===== config.mk =====
export PLATFORM = sky130hd
export DESIGN_NAME = axi_beat_throttle
export DESIGN_NICKNAME = d
export VERILOG_FILES = /design/src/rtl/axi_thr_pkg.sv /design/src/rtl/axi_addr_fwd.sv /design/src/rtl/axi_beat_gate.sv /design/src/rtl/axi_beat_throttle.sv
export SDC_FILE = /design/constraint.sdc
export NUM_CORES = 1
export LEC_CHECK = 0
export BUFFER_PORTS_ARGS = -buffer_cell sky130_fd_sc_hd__buf_2
export CAP_MARGIN = 20
export CORE_AREA = 8 8 185 187
export DETAILED_ROUTE_END_ITERATION = 8
export DIE_AREA = 0 0 193 195
export SETUP_SLACK_MARGIN = 0.05
export SLEW_MARGIN = 20
export SYNTH_ARGS = -nofsm -noshare
export SYNTH_HDL_FRONTEND = slang
export SYNTH_HIERARCHICAL = 1
export SYNTH_SLANG_ARGS = --single-unit

===== constraint.sdc =====
create_clock -name clk -period 2.36 [get_ports clk]
set_input_delay 0.236 -clock clk [delete_from_list [all_inputs] [get_ports clk]]
set_output_delay 0.236 -clock clk [all_outputs]
set_load 0.005 [all_outputs]

===== src/rtl/axi_thr_pkg.sv =====
package axi_thr_pkg;
  typedef enum logic [1:0] {
    GS_IDLE = 2'd0,
    GS_TAKE = 2'd1,
    GS_HOLD = 2'd2,
    GS_SEND = 2'd3
  } gate_st_t;
endpackage


===== src/rtl/axi_addr_fwd.sv =====
module axi_addr_fwd #(
  parameter int ADDR_W = 32,
  parameter int LEN_W  = 8,
  parameter int ID_W   = 4
) (
  input  logic              clk,
  input  logic              rst,
  input  logic              block,
  output logic              fire,
  input  logic              s_valid,
  output logic              s_ready,
  input  logic [ADDR_W-1:0] s_addr,
  input  logic [LEN_W-1:0]  s_len,
  input  logic [ID_W-1:0]   s_id,
  output logic              m_valid,
  input  logic              m_ready,
  output logic [ADDR_W-1:0] m_addr,
  output logic [LEN_W-1:0]  m_len,
  output logic [ID_W-1:0]   m_id
);
  assign m_valid = s_valid & ~block;
  assign s_ready = m_ready & ~block;
  assign m_addr  = s_addr;
  assign m_len   = s_len;
  assign m_id    = s_id;
  assign fire    = s_valid & s_ready;

  // once an address is taken, the next one must wait for the burst to end
  assert_one_open_R2: assert property (@(posedge clk) disable iff (rst)
    (s_valid && s_ready) |=> !s_ready);
  assert_no_slave_valid_R2: assert property (@(posedge clk) disable iff (rst)
    (s_valid && s_ready) |=> !m_valid);
endmodule


===== src/rtl/axi_beat_gate.sv =====
module axi_beat_gate
  import axi_thr_pkg::*;
#(
  parameter int              DATA_W   = 64,
  parameter int              SIDE_W   = 8,
  parameter int              STALL    = 15,
  parameter logic [DATA_W-1:0] XOR_MASK = '0
) (
  input  logic              clk,
  input  logic              rst,
  input  logic              arm,
  output logic              busy,
  input  logic              up_valid,
  output logic              up_ready,
  input  logic [DATA_W-1:0] up_data,
  input  logic [SIDE_W-1:0] up_side,
  input  logic              up_last,
  output logic              dn_valid,
  input  logic              dn_ready,
  output logic [DATA_W-1:0] dn_data,
  output logic [SIDE_W-1:0] dn_side,
  output logic              dn_last
);
  localparam int CW = $clog2(STALL + 1);

  gate_st_t          st;
  logic [CW-1:0]     cnt;
  logic [DATA_W-1:0] dat_q;
  logic [SIDE_W-1:0] side_q;
  logic              last_q;

  assign up_ready = (st == GS_TAKE);
  assign dn_valid = (st == GS_SEND);
  assign busy     = (st != GS_IDLE);
  assign dn_data  = dat_q;
  assign dn_side  = side_q;
  assign dn_last  = last_q;

  always_ff @(posedge clk) begin
    if (rst) begin
      st     <= GS_IDLE;
      cnt    <= '0;
      dat_q  <= '0;
      side_q <= '0;
      last_q <= 1'b0;
    end else begin
      unique case (st)
        GS_IDLE: if (arm) st <= GS_TAKE;
        GS_TAKE: if (up_valid) begin
          dat_q  <= up_data ^ XOR_MASK;
          side_q <= up_side;
          last_q <= up_last;
          cnt    <= CW'(STALL);
          st     <= GS_HOLD;
        end
        GS_HOLD: begin
          cnt <= cnt - 1'b1;
          if (cnt == CW'(1)) st <= GS_SEND;
        end
        GS_SEND: if (dn_ready) st <= last_q ? GS_IDLE : GS_TAKE;
        default: st <= GS_IDLE;
      endcase
    end
  end

  // independent cycle count since the last acceptance, for the window check
  logic [CW:0] chk_cnt;
  always_ff @(posedge clk) begin
    if (rst) chk_cnt <= '0;
    else if (up_valid && up_ready) chk_cnt <= '0;
    else if (!dn_valid && chk_cnt != '1) chk_cnt <= chk_cnt + 1'b1;
  end

  assert_gate_excl_R4: assert property (@(posedge clk) disable iff (rst)
    !(up_ready && dn_valid));
  assert_stall_len_R4: assert property (@(posedge clk) disable iff (rst)
    $rose(dn_valid) |-> (chk_cnt == (CW+1)'(STALL)));
  assert_hold_stable_R5: assert property (@(posedge clk) disable iff (rst)
    (dn_valid && !dn_ready) |=> (dn_valid && $stable(dn_data) && $stable(dn_side) && $stable(dn_last)));
  assert_disarm_R7: assert property (@(posedge clk) disable iff (rst)
    (dn_valid && dn_ready && dn_last) |=> !up_ready);
endmodule


===== src/rtl/axi_beat_throttle.sv =====
module axi_beat_throttle #(
  parameter int ADDR_W    = 32,
  parameter int DATA_W    = 64,
  parameter int ID_W      = 4,
  parameter int LEN_W     = 8,
  parameter int STALL_CYC = 15,
  parameter logic [DATA_W-1:0] DATA_XOR = '0
) (
  input  logic              clk,
  input  logic              rst,
  input  logic              s_awvalid,
  output logic              s_awready,
  input  logic [ADDR_W-1:0] s_awaddr,
  input  logic [LEN_W-1:0]  s_awlen,
  input  logic [ID_W-1:0]   s_awid,
  output logic              m_awvalid,
  input  logic              m_awready,
  output logic [ADDR_W-1:0] m_awaddr,
  output logic [LEN_W-1:0]  m_awlen,
  output logic [ID_W-1:0]   m_awid,
  input  logic              s_wvalid,
  output logic              s_wready,
  input  logic [DATA_W-1:0] s_wdata,
  input  logic [DATA_W/8-1:0] s_wstrb,
  input  logic              s_wlast,
  output logic              m_wvalid,
  input  logic              m_wready,
  output logic [DATA_W-1:0] m_wdata,
  output logic [DATA_W/8-1:0] m_wstrb,
  output logic              m_wlast,
  output logic              s_bvalid,
  input  logic              s_bready,
  output logic [1:0]        s_bresp,
  output logic [ID_W-1:0]   s_bid,
  input  logic              m_bvalid,
  output logic              m_bready,
  input  logic [1:0]        m_bresp,
  input  logic [ID_W-1:0]   m_bid,
  input  logic              s_arvalid,
  output logic              s_arready,
  input  logic [ADDR_W-1:0] s_araddr,
  input  logic [LEN_W-1:0]  s_arlen,
  input  logic [ID_W-1:0]   s_arid,
  output logic              m_arvalid,
  input  logic              m_arready,
  output logic [ADDR_W-1:0] m_araddr,
  output logic [LEN_W-1:0]  m_arlen,
  output logic [ID_W-1:0]   m_arid,
  output logic              s_rvalid,
  input  logic              s_rready,
  output logic [DATA_W-1:0] s_rdata,
  output logic [1:0]        s_rresp,
  output logic [ID_W-1:0]   s_rid,
  output logic              s_rlast,
  input  logic              m_rvalid,
  output logic              m_rready,
  input  logic [DATA_W-1:0] m_rdata,
  input  logic [1:0]        m_rresp,
  input  logic [ID_W-1:0]   m_rid,
  input  logic              m_rlast
);
  localparam int STRB_W  = DATA_W / 8;
  localparam int RSIDE_W = ID_W + 2;

  logic wr_busy, wr_arm, rd_busy, rd_arm;

  axi_addr_fwd #(.ADDR_W(ADDR_W), .LEN_W(LEN_W), .ID_W(ID_W)) u_aw (
    .clk(clk), .rst(rst), .block(wr_busy), .fire(wr_arm),
    .s_valid(s_awvalid), .s_ready(s_awready), .s_addr(s_awaddr), .s_len(s_awlen), .s_id(s_awid),
    .m_valid(m_awvalid), .m_ready(m_awready), .m_addr(m_awaddr), .m_len(m_awlen), .m_id(m_awid)
  );

  axi_addr_fwd #(.ADDR_W(ADDR_W), .LEN_W(LEN_W), .ID_W(ID_W)) u_ar (
    .clk(clk), .rst(rst), .block(rd_busy), .fire(rd_arm),
    .s_valid(s_arvalid), .s_ready(s_arready), .s_addr(s_araddr), .s_len(s_arlen), .s_id(s_arid),
    .m_valid(m_arvalid), .m_ready(m_arready), .m_addr(m_araddr), .m_len(m_arlen), .m_id(m_arid)
  );

  // write data: master is the source, slave the sink
  axi_beat_gate #(.DATA_W(DATA_W), .SIDE_W(STRB_W), .STALL(STALL_CYC), .XOR_MASK(DATA_XOR)) u_wgate (
    .clk(clk), .rst(rst), .arm(wr_arm), .busy(wr_busy),
    .up_valid(s_wvalid), .up_ready(s_wready), .up_data(s_wdata), .up_side(s_wstrb), .up_last(s_wlast),
    .dn_valid(m_wvalid), .dn_ready(m_wready), .dn_data(m_wdata), .dn_side(m_wstrb), .dn_last(m_wlast)
  );

  // read data: slave is the source, master the sink; ID and response travel with the word
  logic [RSIDE_W-1:0] r_side_dn;
  axi_beat_gate #(.DATA_W(DATA_W), .SIDE_W(RSIDE_W), .STALL(STALL_CYC), .XOR_MASK(DATA_XOR)) u_rgate (
    .clk(clk), .rst(rst), .arm(rd_arm), .busy(rd_busy),
    .up_valid(m_rvalid), .up_ready(m_rready), .up_data(m_rdata), .up_side({m_rid, m_rresp}), .up_last(m_rlast),
    .dn_valid(s_rvalid), .dn_ready(s_rready), .dn_data(s_rdata), .dn_side(r_side_dn), .dn_last(s_rlast)
  );
  assign s_rid   = r_side_dn[RSIDE_W-1:2];
  assign s_rresp = r_side_dn[1:0];

  assign s_bvalid = m_bvalid;
  assign m_bready = s_bready;
  assign s_bresp  = m_bresp;
  assign s_bid    = m_bid;
endmodule


After elaboration in Yosys (flattened, before gate mapping)
Cells that the tools add are included.
- memories: 0
- register bits after elaboration: 156
- latch bits: 0
- bits in writable memories: 0
- output and inout bits: 248
- logic and storage cells: 64
- ROM bits: 0
- input bits: 250
- bitwise gates (word level): 8
- reductions and logical operators: 12
- add/sub/neg operators: 2
- multiplexer cells: 16
- shifts and indexed selects: 0
- $lt $le $gt $ge: 0
- equality and inequality tests: 16
- multipliers: 0
- divide/modulo/power cells: 0
- operators with widths (cell ; count):
    $mux W2 ; 8
    $pmux W2 S4 ; 2
    $pmux W4 S2 ; 2
    $eq A2 B2 Y1 const B ; 4
    $eq A4 B1 Y1 const B ; 2
    $mux W4 ; 2
    $ne A2 B1 Y1 const B ; 4
    $ne A2 B2 Y1 const B ; 4
    $reduce_and A2 Y1 ; 4
    $reduce_and A4 Y1 ; 2
    $reduce_bool A2 Y1 ; 4
    $sub A4 B1 Y4 const B ; 2
    $and A1 B1 Y1 ; 6
    $eq A2 B1 Y1 const B ; 2
    $logic_not A2 Y1 ; 2
    $mux W1 ; 2
    $not A1 Y1 ; 2

Depth between registers and ports, before layout
Gate-level depths: netlist of the first run.
- depth after elaboration: 6
- mapped depth: 8
- mapped depth without buffers: 8

Modules after synthesis
Netlist of the first run, hierarchy kept.
- modules (own cells, without submodules) (module ; cells an instance ; area each (sq um) ; times used ; sequential area each (sq um)):
    axi_beat_gate (u_wgate) ; 363 ; 2884.0 ; 1 ; 1581.5
    axi_beat_gate (u_rgate) ; 355 ; 2819.0 ; 1 ; 1541.5
    axi_addr_fwd ; 47 ; 351.6 ; 2 ; 0.0
    axi_beat_throttle ; 8 ; 60.1 ; 1 ; 0.0

Least setup slack after synthesis of the first run
No wires, ideal clock.
- kind: reg2reg
- start: reg u_rgate.cnt[0]
- end: reg u_rgate.st[1]
- path slack: 0.702 ns
- data arrival time: 1.530 ns
- required time: 2.232 ns
- library setup time: 0.128 ns
- path buffers: 0
- stages on the path, launching flop included: 6
- period minus slack after synthesis: 1.658 ns
- cells stage by stage: dfxtp_1 -> ha_1 -> or3b_4 -> a2111oi_4 -> mux2i_1 -> nor2_1
- cells in the longest elaborated chain, start to end: 3
- ends and longest elaborated chain (item ; RTL line ; source):
    from (decl) ; axi_beat_gate.sv:27 ; logic [CW-1:0] cnt;
    from (signal assigned) ; axi_beat_gate.sv:53 ; cnt <= CW'(STALL);
    from (signal assigned) ; axi_beat_gate.sv:57 ; cnt <= cnt - 1'b1;
    $eq A4 B1 Y1 ; axi_beat_gate.sv:58 ; if (cnt == CW'(1)) st <= GS_SEND;
    $ne A2 B1 Y1 (no line) ; - ;
    $reduce_and A4 Y1 (no line) ; - ;
    to (signal assigned) ; axi_beat_gate.sv:60 ; GS_SEND: if (dn_ready) st <= last_q ? GS_IDLE : GS_TAKE;
    to (decl) ; axi_beat_gate.sv:26 ; gate_st_t st;
No other way between the ends.
A chain may end at the register's enable or synchronous reset.

Final worst setup path of the first run
- start: reg u_wgate.cnt[0]
- end: reg u_wgate.st[0]
- cells in the longest elaborated chain, start to end: 3
- ends and longest elaborated chain (item ; RTL line):
    from (decl) ; axi_beat_gate.sv:27
    from (signal assigned) ; axi_beat_gate.sv:53
    from (signal assigned) ; axi_beat_gate.sv:57
    $eq A4 B1 Y1 ; axi_beat_gate.sv:58
    $ne A2 B1 Y1 (no line) ; -
    $reduce_and A4 Y1 (no line) ; -
    to (signal assigned) ; axi_beat_gate.sv:60
    to (decl) ; axi_beat_gate.sv:26
No other way between the ends.

==> metrics, run 1 <==
multi-input logic area 0.00241 mm2; post-CTS sizing 0; Antenna Nets Post-Route 0; Tot Pwr 8.41 mW; Unique masters post-synth 22; routability cong. 0.729; Crit Reg-Reg Endpoint u_wgate/st[0]; maximum clock rate 0.545 GHz; Hold Crit Endpoint u_rgate/dn_data[3]; Num Clock Sinks 156; sequential share of the synthesized area 48.3%; Leakage 3.76 nW; die area 0.0376 mm2; async set-or-reset flop fraction in the synthesized netlist 0%; critical path class reg2reg; share of cells above drive strength 1 34.3%; dpl ws 0.541 ns; Routed WL 22.8 mm; Syn-to-layout area delta 31.4%; min-delay worst type in2reg; Avg Cell Area, Syn 7.89 um2; final setup vio count 0; vias in the first global route 6,067; maximum level of the CTS H-tree 4; Max clock buf depth 2; Max-slew headroom 61.2%; initial antenna violation count 6; # DRC 0; Port Buf Inserts 305; RSZ-0062 raised after global routing no; global-route met2 utilization 18.6%; worst reg2reg setup slack 0.53 ns; YS warnings 6; top cells by area, synth dfxtp_1 (48%), nand2_1 (17%), a21oi_1 (11%), buf_4 (11%), ha_1 (2.7%); Slew Viols, Final 0; Worst Hold Path Cells 3; syn nets 1,084; top cell type's share of synthesized area 48.3%; pin count of the biggest net entering global routing 72; Die X 193 um; Clock transition at path regs 0.07 ns; first-pass GRT wire length 33.9 mm; setup ws final 0.525 ns; number of setup buffers added after CTS 0; vias 5,942; Cell Area, Synth 0.00647 mm2; fillers 3,444; met1 global-route usage 11.7%; hold_sp m_rdata[3]; Setup TNS 0 ns; CP max FO 5; Detailed Place HPWL 17.2 mm; Worst setup SP type flip-flop; Avg WL per Cell 15.8 um; gr ovfl total 0; family with the most delay on the worst path compound AO/OA/AOI/OAI gates; Ports 498; most frequent cells in the layout buf_2 (304), nand2_1 (288), dfxtp_1 (156), a21oi_1 (146), clkbuf_16 (17); gr usage total 11.7%; Max IR drop VDD 469 uV; Yosys top cell by area dfxtp_1; CTS Buf Count 17; Post-synth EDFFs 0; Vias/cell 4.11; slowest cell delay on critical path 0.42 ns; Critical Path, Cell by Cell ha_1 -> or3b_4 -> a2111oi_4 -> nor2_1 -> a311oi_1; drt pass-1 iters 4; CP max-delay cell a2111oi_4; max-cap viol count 0; Root Driver clkbuf_16; P per Cell Area 990 mW/mm2; register area 0.00312 mm2; fin crit period 1.83 ns; GR peak layer met2; worst r2r src u_wgate/cnt[0]; Critical Path End Type flip-flop; Post-layout nets 1,292; CTS tree yes; met3 Resource Use GR 7.00%; worst slew pin tran 0.582 ns; Final Hold Viols 0; most common cell after layout, fill and taps aside buf_2; final clock skew 0.00949 ns; Crit path buffers/inverters 0; final worst-path cycle share 77.7%; top_reg_cell synth dfxtp_1; drt initial violations 201; R2R cell count 5; Die H 195 um; Crit path required time 2.69 ns; CORE AREA 0.0312 mm2; crit path DAT 2.16 ns; Clk Latency, worst-skew pair 0.43 ns; status complete, no violations; cells after synthesis 820; num rows 65; starting density of the core 20.7%; Synth Register Bits 156
==> final cells by class <==
| type | count | area share, % |
|---|---|---|
| Sequential cell | 156 | 36.8 |
| Multi-Input combinational cell | 510 | 28.4 |
| Timing Repair Buffer | 333 | 21.8 |
| Tap cell | 402 | 5.92 |
| Clock buffer | 17 | 5.01 |
| Clock inverter | 15 | 1.61 |
| Inverter | 10 | 0.442 |
| Antenna cell | 2 | 0.0589 |
==> repair_timing <==
item                                    CTS  global route
hold buffers                             16             0
endpoints found under the setup margin    0             0
endpoints found under the hold margin    16             0
==> cells by family (layout without fill, tap and decap cells) <==
logic type,count (synthesis),in the layout,share of synthesized area [%]
AOI/OAI and AO/OA,162,162,13.7
muxes,2,2,0.310
DFF,156,156,48.3
and+or+nand+nor,332,332,20.4
buffers and inverters,154,375,14.5
adders and majority gates,14,14,2.71
other,0,2,0
==> worst register-to-register path: stages (launching register included) <==
cell and delay (ns):
dfxtp_1 0.40, ha_1 0.16, or3b_4 0.38, a2111oi_4 0.42, nor2_1 0.09, a311oi_1 0.28
==> report_power, final <==
| group | switching, mW | leakage, nW | total [mW] | internal (mW) |
|---|---|---|---|---|
| registers | 0.255 | 1.27 | 3.29 | 3.04 |
| logic | 1.41 | 2.22 | 2.44 | 1.03 |
| clock network | 1.20 | 0.268 | 2.67 | 1.47 |
| total | 2.87 | 3.76 | 8.41 | 5.53 |
==> cells in the mapped netlist (all sizes together) (4+ instances only) <==
library cell / n
nand2: 290
dfxtp: 156
a21oi: 146
buf: 100
clkbuf: 44
nor2: 16
ha: 14
inv: 10
nor2b: 10
a311oi: 6
a211oi: 4
nand3: 4
o21ai: 4
==> worst max-delay path by stage <==
stage                         startpoint            endpoint  slack (ns)  cells after the start
after detailed placement   u_wgate/st[1]  u_wgate/dn_side[2]        0.54                      6
final                     u_wgate/cnt[0]       u_wgate/st[0]        0.53                      5
after CTS                  u_wgate/st[1]  u_wgate/dn_side[2]        0.52                      6
after global routing       u_wgate/st[0]       u_wgate/st[0]        0.32                      8
after floorplan           u_rgate/cnt[0]       u_rgate/st[1]        0.70                      5
after global placement     u_wgate/st[1]  u_wgate/dn_side[0]        0.60                      6
==> state kept, by name, summed over array words and instances (netlist names) <==
signal,flops
u_rgate/dn_data,64
u_rgate/dn_side,6
u_wgate/cnt,4
u_wgate/dn_last,1
u_rgate/st,2
u_rgate/dn_last,1
u_wgate/dn_data,64
u_wgate/st,2
u_wgate/dn_side,8
u_rgate/cnt,4
==> stage by stage <==
| step | util [%] | hold slack, ns | area, um2 | std cells |
|---|---|---|---|---|
| after floorplan | - | 0.372 | 6470 | 820 |
| after global placement | 24.9 | 0.439 | 7770 | 1395 |
| after detailed placement | 24.9 | 0.443 | 7770 | 1395 |
| after CTS | 27.2 | 0.0000419 | 8490 | 1443 |
| after global routing | 27.2 | 0.00263 | 8500 | 1445 |
| final | 27.2 | 0.0341 | 8500 | 1445 |
==> per-layer routing <==
layer,routed length [um],share of wire (%)
met5,0,0
met1,8430,37
met2,10400,46
met3,2930,13
met4,1020,4.5
Power figures use the tool's default switching activity.
==> inputs of run 2 (changes only) <==
Settings changed: ABC_AREA set to 1, CORE_AREA 8 8 185 187 to 8 8 186 188, DIE_AREA 0 0 193 195 to 0 0 194 196.
Clock period 2.36 ns to 1.9 ns, I/O delays scaled along.
==> metrics, run 2 <==
top-count cell post-synth nor2_1 (was nand2_1); routability cong. 0.792 (was 0.729); drt pass-1 iters 4 (unchanged); Setup TNS 0 ns (unchanged); Vias/cell 4.10 (was 4.11); sequential power share 40.1% (was 39.2%); CORE AREA 0.0319 mm2 (was 0.0312 mm2); Avg WL per Cell 15.0 um (was 15.8 um); CTS tree yes (unchanged); CP max FO 5 (unchanged); vias 6,562 (was 5,942); Tot Pwr 11.4 mW (was 8.41 mW); pin count of the biggest net entering global routing 68 (was 72); combinational share of power 32.5% (was 29.1%); CP max-delay cell dfxtp_2 (was a2111oi_4); first-pass GRT wire length 37.0 mm (was 33.9 mm); Die H 196 um (was 195 um); Max clock buf depth 2 (unchanged); starting density of the core 20.9% (was 20.7%); final setup vio count 0 (unchanged); P per Cell Area 1190 mW/mm2 (was 990 mW/mm2); Worst setup SP type flip-flop (unchanged); Root Driver clkbuf_16 (unchanged); gr ovfl total 0 (unchanged); Syn-to-layout area delta 43.8% (was 31.4%); slowest cell delay on critical path 0.36 ns (was 0.42 ns); CTS Buf Count 17 (unchanged); Cell Area, Synth 0.00666 mm2 (was 0.00647 mm2); # DRC 0 (unchanged); max-cap viol count 0 (unchanged); Ports 498 (unchanged); Switching Fraction 34.1% (was 34.2%); Crit path top cell by count inv_1; Detailed Place HPWL 17.3 mm (was 17.2 mm); cells after synthesis 864 (was 820); fillers 3,407 (was 3,444); Antenna Nets Post-Route 0 (unchanged); Critical Path End Type output port (was flip-flop); Yosys top cell by area dfxtp_1 (unchanged); share of cells above drive strength 1 30.3% (was 34.3%); top cells by area, synth dfxtp_1 (47%), nor2_1 (17%), buf_4 (11%), o21ai_0 (10%), ha_1 (2.6%) (was dfxtp_1 (48%), nand2_1 (17%), a21oi_1 (11%), buf_4 (11%), ha_1 (2.7%)); Clk Latency, worst-skew pair 0.43 ns (about the same); maximum clock rate 0.582 GHz; top_reg_cell synth dfxtp_1 (unchanged); most frequent cells in the layout buf_2 (305), nor2_1 (301), dfxtp_1 (154), o21ai_0 (135), dlygate4sd3_1 (123) (was buf_2 (304), nand2_1 (288), dfxtp_1 (156), a21oi_1 (146), clkbuf_16 (17)); most frequent cells after synthesis nor2_1 (302), dfxtp_1 (156), o21ai_0 (135) (was nand2_1 (290), dfxtp_1 (156), a21oi_1 (146)); final clock skew 0.00655 ns (was 0.00949 ns); crit path DAT 1.53 ns (was 2.16 ns); num rows 66 (was 65); Post-layout nets 1,443 (was 1,292); sequential share of the synthesized area 46.9% (was 48.3%); Max-slew headroom 70.1% (was 61.2%); maximum level of the CTS H-tree 4 (unchanged); internal cell power 7.51 mW (was 5.53 mW); status complete, no violations (unchanged); Psw 3.89 mW (was 2.87 mW); final worst-path cycle share 90.4%; Die X 194 um (was 193 um); Final Hold Viols 0 (unchanged); most common cell after layout, fill and taps aside buf_2 (unchanged); syn nets 1,128 (was 1,084); Clock transition at path regs 0.06 ns (was 0.07 ns); Synth Register Bits 156 (unchanged); gr usage total 12.4% (was 11.7%); Leakage 4.48 nW (was 3.76 nW); clock power share 27.5% (was 31.8%); Critical Path, Cell by Cell inv_1 -> ha_1 -> inv_1 -> inv_1 -> nand2_2 -> inv_1 -> buf_2 (was ha_1 -> or3b_4 -> a2111oi_4 -> nor2_1 -> a311oi_1); Port Buf Inserts 305 (unchanged); YS warnings 6 (unchanged); Crit path buffers/inverters 5 (was 0); RSZ-0062 raised after global routing no (unchanged); family with the most delay on the worst path buffers and inverters (was compound AO/OA/AOI/OAI gates); worst slew pin tran 0.449 ns (was 0.582 ns); Post-synth EDFFs 0 (unchanged); Routed WL 24.0 mm (was 22.8 mm); async set-or-reset flop fraction in the synthesized netlist 0% (unchanged); die area 0.0380 mm2 (was 0.0376 mm2); Unique masters post-synth 24 (was 22); critical path class reg2out (was reg2reg); Diodes inserted 0 (was 2); drt initial violations 200 (was 201); fin crit period 1.72 ns; vias in the first global route 6,758 (was 6,067); number of setup buffers added after CTS 0 (unchanged); min-delay worst type in2reg (unchanged); Crit path required time 1.71 ns (was 2.69 ns); Slew Viols, Final 0 (unchanged); Num Clock Sinks 156 (unchanged); Max IR drop VDD 550 uV (was 469 uV); top cell type's share of synthesized area 46.9% (was 48.3%); Avg Cell Area, Syn 7.71 um2 (was 7.89 um2); initial antenna violation count 1 (was 6)
run 2: worst reg2reg max path, delay by kind of cell (launching register included):
family	cells	cell delay [ns]
flops	1	0.35
fa+ha+maj	1	0.23
simple gates	3	0.43
buf+inv	3	0.57
run 2: area by class of cell:
| type | count | area, um2 | share of cell area (%) |
|---|---|---|---|
| sequential | 156 | 3130 | 32.6 |
| timing repair buffer | 438 | 2910 | 30.4 |
| multi-input combinational | 534 | 2380 | 24.8 |
| tap | 408 | 510 | 5.33 |
| inverter | 32 | 120 | 1.25 |
| clock inverter | 9 | 65.1 | 0.679 |
| clock buffer | 23 | 468 | 4.89 |
run 2: final timing paths:
| check | startpoint | end | slack [ns] | cells after the start |
|---|---|---|---|---|
| worst min register to register | u_wgate/cnt[2] | u_wgate/cnt[2] | 0.47 | 2 |
| worst max register to register | u_wgate/st[1] | u_wgate/dn_data[19] | 0.26 | 7 |
| worst min-delay path | m_rid[2] | u_rgate/dn_side[4] | 0.04 | 3 |
| worst max-delay path | u_rgate/st[1] | m_arvalid | 0.18 | 7 |
run 2: what timing repair did:
| action | in CTS | in global routing |
|---|---|---|
| gates resized for setup | 1 | 3 |
| endpoints found under the setup margin | 1 | 1 |
| hold buffers | 123 | 0 |
| endpoints found under the hold margin | 123 | 0 |
run 2: per-stage QoR:
stage	std cells	setup slack [ns]	area (um2)	hold slack, ns	util, %
2_1_floorplan	864	0.591	6660	0.252	-
3_3_place_gp	1445	0.351	7810	0.380	24.5
3_5_place_dp	1445	0.278	7810	0.380	24.5
4_1_cts	1600	0.0405	9570	0.000274	30.0
5_1_grt	1600	0.0506	9580	0.0181	30.0
6_report	1600	0.182	9580	0.0394	30.0
run 2: routing by layer:
| layer | track usage (%) | wire length (um) | vias up |
|---|---|---|---|
| li1 | - | - | 3265 |
| met1 | 11.9 | 8870 | 2887 |
| met2 | 21.2 | 11600 | 325 |
| met3 | 5.86 | 2320 | 85 |
| met4 | 8.09 | 1250 | 0 |
| met5 | 0 | 0 | - |
run 2: power by group through the flow:
stage | sequential [mW] | combinational (mW) | clock, mW
after floorplan | 4.67 | 2.20 | 0
after global routing | 4.68 | 4.23 | 3.45
after CTS | 4.57 | 3.74 | 3.31
after detailed placement | 4.64 | 3.53 | 0
final | 4.57 | 3.70 | 3.13
after global placement | 4.60 | 3.47 | 0
run 2: cells by family after synthesis:
logic type	count (synthesis)	share of synthesized area, %
and+or+nand+nor	362	21.1
buffers and inverters	174	17.4
AOI/OAI and AO/OA	158	12.0
DFF	156	46.9
adders and majority gates	14	2.63
==> inputs of run 3 (changes only) <==
Settings changed: MAX_ROUTING_LAYER set to met4, SKIP_CTS_REPAIR_TIMING set to 1.
==> metrics, run 3 (synthesis gave the netlist of run 2 again) <==
status complete, but fails checks (was complete, no violations); violated checks negative hold slack; Max IR drop VDD 554 uV (was 550 uV); Ports 498 (unchanged); Worst setup SP type flip-flop (unchanged); fin crit period 1.73 ns (was 1.72 ns); Setup TNS 0 ns (unchanged); CTS tree yes (unchanged); setup ws final 0.171 ns (was 0.182 ns); metal3 WL 2.33 mm (was 2.32 mm); share of cells above drive strength 1 32.8% (was 30.3%); vias in the first global route 5,970 (was 6,758); initial antenna violation count 3 (was 1); num rows 66 (unchanged); drt initial violations 139 (was 200); Port Buf Inserts 305 (unchanged); Clock transition at path regs 0.06 ns (about the same); # DRC 0 (unchanged); CP max FO 5 (unchanged); Vias/cell 4.07 (was 4.10); max-cap viol count 0 (unchanged); Die X 194 um (unchanged); Crit path required time 1.71 ns (about the same); worst reg2reg setup slack 0.27 ns (was 0.26 ns); Cell Area, Placed 0.00781 mm2 (unchanged); family with the most delay on the worst path flip-flops (was buffers and inverters); Crit path top cell by count inv_1 (unchanged); critical path class reg2out (unchanged); Tot Pwr 11.2 mW (was 11.4 mW); Final Cell Area 0.00863 mm2 (was 0.00958 mm2); most common cell after layout, fill and taps aside buf_2 (unchanged); CORE AREA 0.0319 mm2 (unchanged); Avg WL per Cell 15.0 um (about the same); Num Clock Sinks 156 (unchanged); CP max-delay cell dfxtp_2 (unchanged); slowest cell delay on critical path 0.34 ns (was 0.36 ns); drt pass-1 iters 4 (unchanged); Routed WL 22.6 mm (was 24.0 mm); maximum clock rate 0.578 GHz (was 0.582 GHz); final worst-path cycle share 91.0% (was 90.4%); final setup vio count 0 (unchanged); routed metal-1 wire length 8.40 mm (was 8.87 mm); vias 6,136 (was 6,562); Antenna Nets Post-Route 0 (unchanged); non-filler instance count after layout 1,507 (was 1,600); first-pass GRT wire length 34.1 mm (was 37.0 mm); Die H 196 um (unchanged); final clock skew 0.00714 ns (was 0.00655 ns); maximum level of the CTS H-tree 4 (unchanged); Final Hold Viols 1 (was 0); Post-layout nets 1,348 (was 1,443); starting density of the core 20.9% (unchanged); crit path DAT 1.54 ns (was 1.53 ns); Root Driver clkbuf_16 (unchanged); Min Hold Slack -0.00732 ns (was 0.0394 ns); most frequent cells in the layout buf_2 (305), nor2_1 (302), dfxtp_1 (154), o21ai_0 (135), nand2_1 (39) (was buf_2 (305), nor2_1 (301), dfxtp_1 (154), o21ai_0 (135), dlygate4sd3_1 (123)); dpl ws 0.278 ns (unchanged); final core utilization 27.1% (was 30.0%); min-delay worst type in2reg (unchanged); Leakage 4.09 nW (was 4.48 nW); Max clock buf depth 2 (unchanged); Top Layer Used met4 (unchanged); Crit path buffers/inverters 3 (was 5); Slew Viols, Final 0 (unchanged); Placed Cells 1,445 (unchanged); P per Cell Area 1300 mW/mm2 (was 1190 mW/mm2); routability cong. 0.803 (was 0.792); Critical Path End Type output port (unchanged); gr ovfl total 0 (unchanged); gr usage total 11.9% (was 12.4%); Syn-to-layout area delta 29.6% (was 43.8%); Clk Latency, worst-skew pair 0.43 ns (about the same); Max-slew headroom 70.7% (was 70.1%); CTS Buf Count 17 (unchanged); pin count of the biggest net entering global routing 68 (unchanged); die area 0.0380 mm2 (unchanged); Detailed Place HPWL 17.3 mm (unchanged); worst slew pin tran 0.439 ns (was 0.449 ns); RSZ-0062 raised after global routing no (unchanged); Critical Path, Cell by Cell inv_1 -> ha_1 -> inv_1 -> nor2_1 -> buf_2 (was inv_1 -> ha_1 -> inv_1 -> inv_1 -> nand2_2 -> inv_1 -> buf_2); met2 wire length 10.9 mm (was 11.6 mm)
==> run 3: cell count changes in the layout (fill, tap and decap cells not counted) <==
cell	previous run	this run
dlygate4sd3_1	123	28
diode_2	0	2
nor2_1	301	302
nor2_2	3	2
==> run 3: final timing paths <==
check            startpoint             endpoint  depth (start not counted)
min reg2reg  u_wgate/cnt[2]       u_wgate/cnt[2]                          2
max reg2reg   u_wgate/st[1]  u_wgate/dn_data[10]                          7
max           u_rgate/st[1]            s_arready                          5
min             s_wdata[18]  u_wgate/dn_data[18]                          3
==> run 3: routing by layer <==
layer,track usage (%),vias to the layer above
met5,-,-
li1,-,3078
met1,11.4,2680
met3,6.03,74
met2,19.6,304
met4,6.48,0
==> run 3: cell type report <==
| class | count | area [um2] |
|---|---|---|
| inverters | 32 | 120 |
| multi-input cells | 534 | 2380 |
| repair buffers | 343 | 1960 |
| flip-flops and latches | 156 | 3130 |
| well taps | 408 | 510 |
| clock inverters | 9 | 65.1 |
| diodes | 2 | 5.00 |
| fillers | 3552 | 23200 |
| clock buffers | 23 | 468 |
==> run 3: power breakdown <==
part	leakage (nW)	internal, mW	switching (mW)
clock network	0.246	1.74	1.40
logic	2.57	1.52	1.98
registers	1.28	4.12	0.439
==> run 3: worst min-delay path: stages <==
cell and delay [ns]:
buf_2 0.07, o21ai_1 0.06, nor2_1 0.07
